[config.mk]
export PLATFORM = sky130hd
export DESIGN_NAME = serial_rx_sticky
export DESIGN_NICKNAME = d
export VERILOG_FILES = /design/src/rtl/serial_rx_pkg.sv /design/src/rtl/serial_rx_sync.sv /design/src/rtl/serial_rx_frame.sv /design/src/rtl/serial_rx_status.sv /design/src/rtl/serial_rx_sticky.sv
export SDC_FILE = /design/constraint.sdc
export NUM_CORES = 1
export LEC_CHECK = 0
export CORE_MARGIN = 2
export CORE_UTILIZATION = 46
export CTS_CLUSTER_DIAMETER = 30
export DETAILED_ROUTE_END_ITERATION = 16
export PLACE_DENSITY_LB_ADDON = 0.08
export SLEW_MARGIN = 30
export SYNTH_ARGS = -nofsm -noshare
export SYNTH_HDL_FRONTEND = slang
export SYNTH_SLANG_ARGS = --single-unit
[constraint.sdc]
create_clock -name clk -period 3.7 [get_ports clk]
set_input_delay 1.11 -clock clk [delete_from_list [all_inputs] [get_ports clk]]
set_output_delay 1.11 -clock clk [all_outputs]
set_load 0.03 [all_outputs]
[src/rtl/serial_rx_pkg.sv]
// Shared types for the oversampling serial receiver.
// Assumes nothing beyond IEEE 1800-2017 enum support.
package serial_rx_pkg;

    typedef enum logic [2:0] {
        RX_IDLE,
        RX_START,
        RX_DATA,
        RX_PARITY,
        RX_STOP
    } rx_phase_t;

endpackage

[src/rtl/serial_rx_sync.sv]
// Line synchronizer: carries the asynchronous serial input into the
// receive clock domain through a chain of flops.
// Assumes STAGES >= 2; the chain resets to the idle (high) line level.
module serial_rx_sync #(
    parameter int STAGES = 2
) (
    input  logic clk,
    input  logic rst_n,
    input  logic din,
    output logic dout
);

    logic [STAGES-1:0] chain;

    // Shift the raw line level through the chain, idle-high on reset.
    always_ff @(posedge clk or negedge rst_n) begin
        if (!rst_n) begin
            chain <= '1;
        end else begin
            chain <= {chain[STAGES-2:0], din};
        end
    end

    assign dout = chain[STAGES-1];

endmodule

[src/rtl/serial_rx_frame.sv]
// Frame engine: detects the start edge, confirms it at mid-bit,
// samples data, optional parity and the first stop bit at bit centres,
// and emits a one-cycle done pulse with the character and its errors.
// Assumes the format inputs are stable while a character is in flight.
module serial_rx_frame
    import serial_rx_pkg::*;
#(
    parameter int OVS    = 16,
    parameter int DATA_W = 8,
    parameter int LEN_W  = 2
) (
    input  logic              clk,
    input  logic              rst_n,
    input  logic              rx_s,
    input  logic [LEN_W-1:0]  cfg_len,
    input  logic              cfg_par_en,
    input  logic              cfg_par_even,
    output logic              done,
    output logic [DATA_W-1:0] data,
    output logic              perr,
    output logic              ferr
);

    localparam int CNT_W   = $clog2(OVS);
    localparam int HALF    = OVS / 2;
    localparam int BIT_W   = $clog2(DATA_W + 1);
    localparam int MIN_LEN = DATA_W - (2 ** LEN_W) + 1;

    rx_phase_t         phase;
    logic [CNT_W-1:0]  tick;
    logic [BIT_W-1:0]  bit_idx;
    logic [DATA_W-1:0] shreg;
    logic              par_acc;
    logic [BIT_W-1:0]  last_idx;
    logic [BIT_W-1:0]  shift_amt;
    logic              at_centre;

    assign last_idx  = BIT_W'(MIN_LEN - 1) + BIT_W'(cfg_len);
    assign shift_amt = BIT_W'(DATA_W - 1) - last_idx;
    assign at_centre = (tick == CNT_W'(OVS - 1));

    // Right-align the received bits; vacated upper bits fill with zero.
    assign data = shreg >> shift_amt;

    // Frame sequencing, bit-centre sampling and error evaluation.
    always_ff @(posedge clk or negedge rst_n) begin
        if (!rst_n) begin
            phase   <= RX_IDLE;
            tick    <= '0;
            bit_idx <= '0;
            shreg   <= '0;
            par_acc <= 1'b0;
            done    <= 1'b0;
            perr    <= 1'b0;
            ferr    <= 1'b0;
        end else begin
            done <= 1'b0;
            case (phase)
                RX_IDLE: begin
                    tick    <= '0;
                    bit_idx <= '0;
                    par_acc <= 1'b0;
                    if (!rx_s) phase <= RX_START;
                end
                RX_START: begin
                    if (tick == CNT_W'(HALF - 1)) begin
                        tick  <= '0;
                        phase <= rx_s ? RX_IDLE : RX_DATA;
                    end else begin
                        tick <= tick + 1'b1;
                    end
                end
                RX_DATA: begin
                    if (at_centre) begin
                        tick    <= '0;
                        shreg   <= {rx_s, shreg[DATA_W-1:1]};
                        par_acc <= par_acc ^ rx_s;
                        if (bit_idx == last_idx) begin
                            phase <= cfg_par_en ? RX_PARITY : RX_STOP;
                        end else begin
                            bit_idx <= bit_idx + 1'b1;
                        end
                    end else begin
                        tick <= tick + 1'b1;
                    end
                end
                RX_PARITY: begin
                    if (at_centre) begin
                        tick    <= '0;
                        par_acc <= par_acc ^ rx_s;
                        phase   <= RX_STOP;
                    end else begin
                        tick <= tick + 1'b1;
                    end
                end
                RX_STOP: begin
                    if (at_centre) begin
                        tick  <= '0;
                        done  <= 1'b1;
                        ferr  <= ~rx_s;
                        perr  <= cfg_par_en & (par_acc == cfg_par_even);
                        phase <= RX_IDLE;
                    end else begin
                        tick <= tick + 1'b1;
                    end
                end
                default: phase <= RX_IDLE;
            endcase
        end
    end

    // a character spans many cycles, so done is never two cycles long.
    p_done_single_r5: assert property (@(posedge clk) disable iff (!rst_n)
        done |=> !done);

    // a start sampled high returns the engine to idle, not to data.
    p_false_start_r3: assert property (@(posedge clk) disable iff (!rst_n)
        (phase == RX_START && tick == CNT_W'(HALF - 1) && rx_s) |=> phase == RX_IDLE);

endmodule

[src/rtl/serial_rx_status.sv]
// Host-side status: holds the receive buffer, the data-received flag and
// the three sticky error flags. The buffer has no reset on purpose, so a
// master reset leaves it unchanged.
// Assumes done is a single-cycle pulse from the frame engine.
module serial_rx_status #(
    parameter int DATA_W = 8
) (
    input  logic              clk,
    input  logic              rst_n,
    input  logic              done,
    input  logic [DATA_W-1:0] data,
    input  logic              perr,
    input  logic              ferr,
    input  logic              dr_clr_n,
    output logic [DATA_W-1:0] rx_data,
    output logic              rx_valid,
    output logic              err_parity,
    output logic              err_frame,
    output logic              err_overrun
);

    // Capture each finished character; untouched by master reset.
    always_ff @(posedge clk) begin
        if (done) rx_data <= data;
    end

    // Data-received handshake and sticky error accumulation.
    always_ff @(posedge clk or negedge rst_n) begin
        if (!rst_n) begin
            rx_valid    <= 1'b0;
            err_parity  <= 1'b0;
            err_frame   <= 1'b0;
            err_overrun <= 1'b0;
        end else begin
            if (done) begin
                rx_valid    <= 1'b1;
                err_parity  <= err_parity | perr;
                err_frame   <= err_frame | ferr;
                err_overrun <= err_overrun | (rx_valid & dr_clr_n);
            end else if (!dr_clr_n) begin
                rx_valid <= 1'b0;
            end
        end
    end

    // error flags fall only through master reset.
    p_sticky_par_r10: assert property (@(posedge clk) disable iff (!rst_n)
        err_parity |=> err_parity);
    p_sticky_frm_r10: assert property (@(posedge clk) disable iff (!rst_n)
        err_frame |=> err_frame);
    p_sticky_ovr_r10: assert property (@(posedge clk) disable iff (!rst_n)
        err_overrun |=> err_overrun);

    // an unacknowledged character overwritten by a new one flags overrun.
    p_overrun_r8: assert property (@(posedge clk) disable iff (!rst_n)
        (done && rx_valid && dr_clr_n) |=> err_overrun);

    // an acknowledge with no new character drops data-received and keeps the buffer.
    p_ack_clears_r9: assert property (@(posedge clk) disable iff (!rst_n)
        (!dr_clr_n && !done) |=> (!rx_valid && $stable(rx_data)));

    // a finished character always raises data-received.
    p_valid_after_done_r5: assert property (@(posedge clk) disable iff (!rst_n)
        done |=> rx_valid);

endmodule

[src/rtl/serial_rx_sticky.sv]
// Top of the oversampling serial receiver: synchronizer, frame engine and
// status/buffer stage. Runs entirely on the 16x receive clock.
// Assumes the format inputs change only while no character is in flight.
module serial_rx_sticky #(
    parameter int OVS         = 16,
    parameter int DATA_W      = 8,
    parameter int LEN_W       = 2,
    parameter int SYNC_STAGES = 2
) (
    input  logic              clk,
    input  logic              rst_n,
    input  logic              rx_in,
    input  logic [LEN_W-1:0]  cfg_len,
    input  logic              cfg_par_en,
    input  logic              cfg_par_even,
    input  logic              dr_clr_n,
    output logic [DATA_W-1:0] rx_data,
    output logic              rx_valid,
    output logic              err_parity,
    output logic              err_frame,
    output logic              err_overrun
);

    localparam int BIT_W   = $clog2(DATA_W + 1);
    localparam int MIN_LEN = DATA_W - (2 ** LEN_W) + 1;

    logic              rx_s;
    logic              done;
    logic [DATA_W-1:0] data;
    logic              perr;
    logic              ferr;
    logic [BIT_W-1:0]  word_bits;

    assign word_bits = BIT_W'(MIN_LEN) + BIT_W'(cfg_len);

    serial_rx_sync #(.STAGES(SYNC_STAGES)) sync_i (
        .clk  (clk),
        .rst_n(rst_n),
        .din  (rx_in),
        .dout (rx_s)
    );

    serial_rx_frame #(.OVS(OVS), .DATA_W(DATA_W), .LEN_W(LEN_W)) frame_i (
        .clk         (clk),
        .rst_n       (rst_n),
        .rx_s        (rx_s),
        .cfg_len     (cfg_len),
        .cfg_par_en  (cfg_par_en),
        .cfg_par_even(cfg_par_even),
        .done        (done),
        .data        (data),
        .perr        (perr),
        .ferr        (ferr)
    );

    serial_rx_status #(.DATA_W(DATA_W)) status_i (
        .clk        (clk),
        .rst_n      (rst_n),
        .done       (done),
        .data       (data),
        .perr       (perr),
        .ferr       (ferr),
        .dr_clr_n   (dr_clr_n),
        .rx_data    (rx_data),
        .rx_valid   (rx_valid),
        .err_parity (err_parity),
        .err_frame  (err_frame),
        .err_overrun(err_overrun)
    );

    // a held character carries no bits above the configured word length.
    p_upper_zero_r4: assert property (@(posedge clk) disable iff (!rst_n)
        rx_valid |-> ((rx_data >> word_bits) == '0));

endmodule

==> results.txt, run 1 <==
Rows: 22
Net Switching: 0.306 mW
RSZ-0062 raised after global routing: no
Sw Ratio: 31.1%
Synth Flop Type: dfrtp_1
vias in the first global route: 1,135
post-synthesis mux area share: 14.2%
DP Area: 1990 um2
Final GP Congestion: 0.831
grt met2 use: 25.1%
period utilisation layout: 72.7%
Final Cell Area: 2070 um2
xor/xnor share of the synthesized area: 1.98%
syn nets: 159
Buf+Inv Stages, Crit Path: 1
Tot Pwr: 0.985 mW
Synth Area in Compound Gates: 12.3%
Avg WL per Cell: 13.4 um
Total Wirelength: 2920 um
Setup Buffers After CTS: 0
final core utilization: 56.1%
non-filler cells, final: 218
Max Clock Skew: 0.00274 ns
crit-path max FO: 11
setup_tns: 0 ns
Initial Util: 47.9%
Port Buffers: 19
Clock power frac: 26.8%
Worst Tran Pin Value: 0.503 ns
Synth Instances: 149
final setup fails: 0
syn avg cell area: 11.9 um2
Post-synth EDFFs: 8
Yosys reg bits: 37
fraction of layout cells with a size suffix above 1: 14.7%
min-delay worst type: flop to flop
P&R area growth vs syn: 17.0%
maximum level of the CTS H-tree: 2
reg2reg setup slack: 1.67 ns
routed via count: 1,168
Worst path max stage delay: 0.66 ns
Die ar.: 4360 um2
core area: 3690 um2
Final ANT Viol Nets: 0
hold-fix buffer count after cts: 0
Worst Path Arrival: 2.87 ns
Period minus WS final: 2.69 ns
grt ovf: 0
Fmax: 372 MHz
Clock Tree Buf Depth: 2
Post-Synth Simple-Gate Area: 11.7%
CP required: 3.88 ns
grt met3 use: 4.60%
Final Hold Fails: 0
CTS resizes: 0
Total GRT Usage: 16.2%
slowest cell on the critical path: clkdlybuf4s50_1
internal power: 0.679 mW
crit-path cells: clkdlybuf4s50_1 -> xor2_1 -> nor4b_2 -> a21oi_1 -> o21a_1
Crit. End Element: flop
CTS Root Cell: clkbuf_8
initial antenna violation count: 0
CTS Buf Count: 5
first-pass GRT wire length: 5250 um
CP top delay family: buffers and inverters
register area share after synthesis: 54.8%
Synth async-reset ratio: 78.4%
max cap viols: 0
# clock sinks: 37
ANT cells: 0
Die H: 66.0 um
CTS clk-pin slew, worst paths: 0.07 ns
DRT Pass-1 Iters: 4
fin nets: 179
Placed Cells: 210
Clk Latency, worst-skew pair: 0.29 ns
Slew Limit Fails: 0
number of remaining DRC errors: 0
Top Usage Layer GRT: met2
adder-cell area share of the yosys netlist: 1.42%
Rel. slew slack: 66.4%
via/cell ratio: 5.36
largest net degree at the start of global routing: 30
routing usage on met1: 20.9%
PD cells: 476 nW/um2
Sequential Power Share: 53.0%
post-synthesis cell area: 1770 um2
DRT iter0 DRCs: 55
dpl hpwl: 2100 um
CTS tree: done
synth warn: 0
status: finished, final reports clean
# IOs: 20
Peak VDD IR: 0.276 mV
Logic pwr share: 20.2%
Crit Path Category: input port to flop
Static Leak: 0.902 nW
largest family of logic cells by synthesized area: multiplexers
Yosys cell types: 40
Worst setup SP type: input port
Die Wd: 66.0 um
## worst paths after layout
path,end,startpoint,cells past startpoint
max,frame_i.phase[1]$_DFFE_PN0P_,cfg_len[0],5
min,sync_i.chain[1]$_DFF_PN1_,sync_i.chain[0]$_DFF_PN1_,0
max reg2reg,frame_i.bit_idx[3]$_DFFE_PN0P_,frame_i.tick[0]$_DFFE_PN0P_,5
min reg2reg,sync_i.chain[1]$_DFF_PN1_,sync_i.chain[0]$_DFF_PN1_,0
max in group asynchronous,sync_i.chain[0]$_DFF_PN1_,rst_n,2
min in group asynchronous,frame_i.shreg[1]$_DFFE_PN0P_,rst_n,2
## kinds of logic (layout without fill, tap and decap cells)
group	Yosys count	after routing
and+or+nand+nor	40	40
xor gates and xnor gates	4	4
AOI/OAI and AO/OA	32	32
adders and majority gates	2	2
muxes	20	20
DFF	37	37
buffers and inverters	14	35
## layout by cell type (no fill, tap or decap), types with 2 or more instances in the layout
cell type        count
dfrtp_1             27
clkdlybuf4s50_1     19
nand2_1             16
mux2_2              10
nor2_1               8
o21ai_0              8
edfxtp_1             8
mux2i_1              7
inv_1                7
a21oi_1              5
clkbuf_8             5
nand3_1              4
xor2_1               4
o31ai_1              4
mux4_2               3
nand2b_1             3
a21o_1               3
and3_1               2
o21a_1               2
ha_1                 2
clkinv_1             2
dfstp_2              2
## power groups by stage
stage	clock, mW	combinational (mW)	sequential (mW)
2_1_floorplan	0	0.183	0.495
3_3_place_gp	0	0.194	0.526
3_5_place_dp	0	0.202	0.530
4_1_cts	0.269	0.203	0.521
5_1_grt	0.291	0.232	0.530
6_report	0.264	0.199	0.522
## metrics by stage
step	hold slack (ns)	setup WS, ns
2_1_floorplan	0.345	1.43
3_3_place_gp	0.346	0.752
3_5_place_dp	0.349	0.705
4_1_cts	0.360	1.00
5_1_grt	0.361	0.853
6_report	0.358	1.01
## sequential cells by signal, summed over array words and instances (netlist names), 2 cells and up
register and count:
sync_i.chain 2, frame_i.shreg 8, frame_i.phase 3, frame_i.bit_idx 4, status_i.rx_data 8, frame_i.tick 4
## final cells by class
| class | count | area (um2) |
|---|---|---|
| inverters | 7 | 26.3 |
| clock buffers | 5 | 68.8 |
| multi-input cells | 98 | 734 |
| well taps | 48 | 60.1 |
| fillers | 317 | 1620 |
| flip-flops and latches | 37 | 968 |
| repair buffers | 20 | 198 |
| clock inverters | 3 | 12.5 |
## metal layers
metal / part of all wire (%) / wire (um)
met1: 46 / 1340
met2: 49 / 1430
met3: 3.3 / 97
met4: 2.0 / 59
met5: 0 / 0
## cells in the mapped netlist, types with 2 or more instances
library cell   n  area (um2)
o21a_1         2        15.0
mux2_2        10         113
dfrtp_1       27         676
nand2_1       16        60.1
clkbuf_1       4        15.0
edfxtp_1       8         240
nor2_1         8        30.0
xor2_1         4        35.0
mux2i_1        7        70.1
a21o_1         3        22.5
and3_1         2        12.5
a21oi_1        5        25.0
mux4_2         3        67.6
dfstp_2        2        52.6
o31ai_1        4        30.0
o21ai_0        8        40.0
nand3_1        4        20.0
ha_1           2        25.0
inv_1          7        26.3
nand2b_1       3        18.8
Power figures use the tool's default switching activity.
==> run 2, diff against run 1 <==
==> constraint.sdc (replaced) <==
create_clock -name clk -period 2.71 [get_ports clk]
set_input_delay 0.813 -clock clk [delete_from_list [all_inputs] [get_ports clk]]
set_output_delay 0.813 -clock clk [all_outputs]
set_load 0.03 [all_outputs]
==> run 2 against run 1 <==
Combinational power up 37%. Non-clock buffer count increased by 2. Routed wire length is essentially flat. Cell count rose by 0.92%. Highest routed layer unchanged. Register-to-register slack worse by 0.94 ns. Hold slack better by 0.0013 ns. Sequential share of layout area fell by 0.45 points. Global-route usage barely moved. Via count rose by 1.8%. Critical path depth fell by 4. Die area unchanged. Sequential power rose by 36%.
==> results.txt, run 2 (synthesis results as in run 1) <==
hold-fix buffer count after cts: 0
grt ovf: 0
period utilisation layout: 79.2%
Setup Slack @ Placement: 0.309 ns
Clk Latency, worst-skew pair: 0.28 ns
Total Wirelength: 2930 um
Rel. slew slack: 68.4%
Logic pwr share: 20.2%
Sw Ratio: 31.0%
setup_tns: 0 ns
Hold WS: 0.360 ns
PD cells: 648 nW/um2
Final GP Congestion: 0.828
min-delay worst type: flop to flop
Worst setup SP type: flop
DRT Pass-1 Iters: 4
Critical R2R Launch: frame_i.tick[0]$_DFFE_PN0P_
leading cell type in the layout, fill and taps excluded: dfrtp_1
most frequent cells in the layout: dfrtp_1 (27), clkdlybuf4s50_1 (19), nand2_1 (16), mux2_2 (10)
Final Cell Area: 2090 um2
P&R area growth vs syn: 18.1%
CP required: 1.90 ns
Rows: 22
Port Buffers: 19
Crit. End Element: output port
Peak VDD IR: 0.437 mV
DP Area: 2000 um2
Net Switching: 0.419 mW
Fmax: 466 MHz
slowest cell on the critical path: clkdlybuf4s50_1
Worst Hold Launch: sync_i.chain[0]$_DFF_PN1_
Die ar.: 4360 um2
Total GRT Usage: 16.2%
dpl hpwl: 2130 um
maximum level of the CTS H-tree: 2
fin nets: 181
CTS resizes: 0
first-pass GRT wire length: 5240 um
Final WS setup: 0.562 ns
Avg WL per Cell: 13.3 um
Reg2Reg Depth: 5
Period minus WS final: 2.15 ns
DRT iter0 DRCs: 71
Clock power frac: 27.1%
core area: 3690 um2
Sequential Power Share: 52.7%
Worst path max stage delay: 0.68 ns
Crit Path Category: flop to output port
Worst Hold Path Cells: 0
Hold Path Sink: sync_i.chain[1]$_DFF_PN1_
# fillers: 322
max cap viols: 0
Final Hold Fails: 0
final core utilization: 56.6%
Initial Util: 47.9%
Die Wd: 66.0 um
# clock sinks: 37
Reg2Reg Capture Point: frame_i.bit_idx[3]$_DFFE_PN0P_
Clock Tree Buf Depth: 2
via/cell ratio: 5.40
non-filler cells, final: 220
Static Leak: 0.914 nW
fraction of layout cells with a size suffix above 1: 16.3%
number of remaining DRC errors: 0
vias in the first global route: 1,162
Worst Tran Pin Value: 0.472 ns
Slew Limit Fails: 0
Die H: 66.0 um
CTS tree: done
largest net degree at the start of global routing: 30
Setup Buffers After CTS: 0
CTS Buf Count: 5
CTS Root Cell: clkbuf_8
RSZ-0062 raised after global routing: no
crit-path cells: clkdlybuf4s50_1
# IOs: 20
initial antenna violation count: 0
Final ANT Viol Nets: 0
ANT cells: 0
final setup fails: 0
Max Clock Skew: 0.00600 ns
Buf+Inv Stages, Crit Path: 1
crit-path max FO: 3
internal power: 0.933 mW
Placed Cells: 212
CP top delay family: buffers and inverters
routed via count: 1,189
Largest regs: frame_i.shreg: 8 flops, status_i.rx_data: 8 flops
reg2reg setup slack: 0.73 ns
Tot Pwr: 1.35 mW
CTS clk-pin slew, worst paths: 0.07 ns
status: finished, final reports clean
Worst Path Arrival: 1.33 ns
run 2: changes by cell type in the layout (fill, tap and decap cells not counted), sizes merged:
cell  delta
buf      +2
run 2: layout make-up:
cell class / count / area [um2] / share of cell area, %
inverter: 7 / 26.3 / 1.26
clock inverter: 3 / 17.5 / 0.839
timing repair buffer: 22 / 213 / 10.2
sequential: 37 / 968 / 46.4
multi-input combinational: 98 / 734 / 35.2
tap: 48 / 60.1 / 2.88
clock buffer: 5 / 68.8 / 3.30
run 2: worst max-delay path by stage:
stage	cells past startpoint	start	slack, ns	to
detailed placement	5	cfg_len[1]	0.31	frame_i.phase[1]$_DFFE_PN0P_
floorplan	2	cfg_len[0]	0.74	status_i.rx_data[2]$_DFFE_PP_
global route	1	status_i.rx_valid$_DFFE_PN0P_	0.51	rx_valid
finish	1	status_i.rx_valid$_DFFE_PN0P_	0.56	rx_valid
global placement	5	cfg_len[1]	0.35	frame_i.phase[1]$_DFFE_PN0P_
CTS	1	status_i.rx_valid$_DFFE_PN0P_	0.55	rx_valid
run 2: worst reg2reg max path, cell delays in order (launching register included):
cell and delay [ns]:
dfrtp_1 0.41, ha_1 0.22, and3_1 0.36, nand3_4 0.23
or4_1 0.55, a21boi_1 0.15
run 2: power groups by stage:
| stage | sequential, mW | clock, mW | combinational, mW |
|---|---|---|---|
| floorplan | 0.675 | 0 | 0.250 |
| global placement | 0.718 | 0 | 0.269 |
| detailed placement | 0.721 | 0 | 0.279 |
| CTS | 0.710 | 0.381 | 0.280 |
| global route | 0.722 | 0.413 | 0.320 |
| finish | 0.712 | 0.367 | 0.273 |
run 2: metal layers:
layer	track usage [%]	up-vias	share of wire [%]
li1	-	587	-
met1	17.9	576	42
met2	28.5	20	52
met3	5.28	6	3.8
met4	6.63	0	1.7
met5	0	-	0
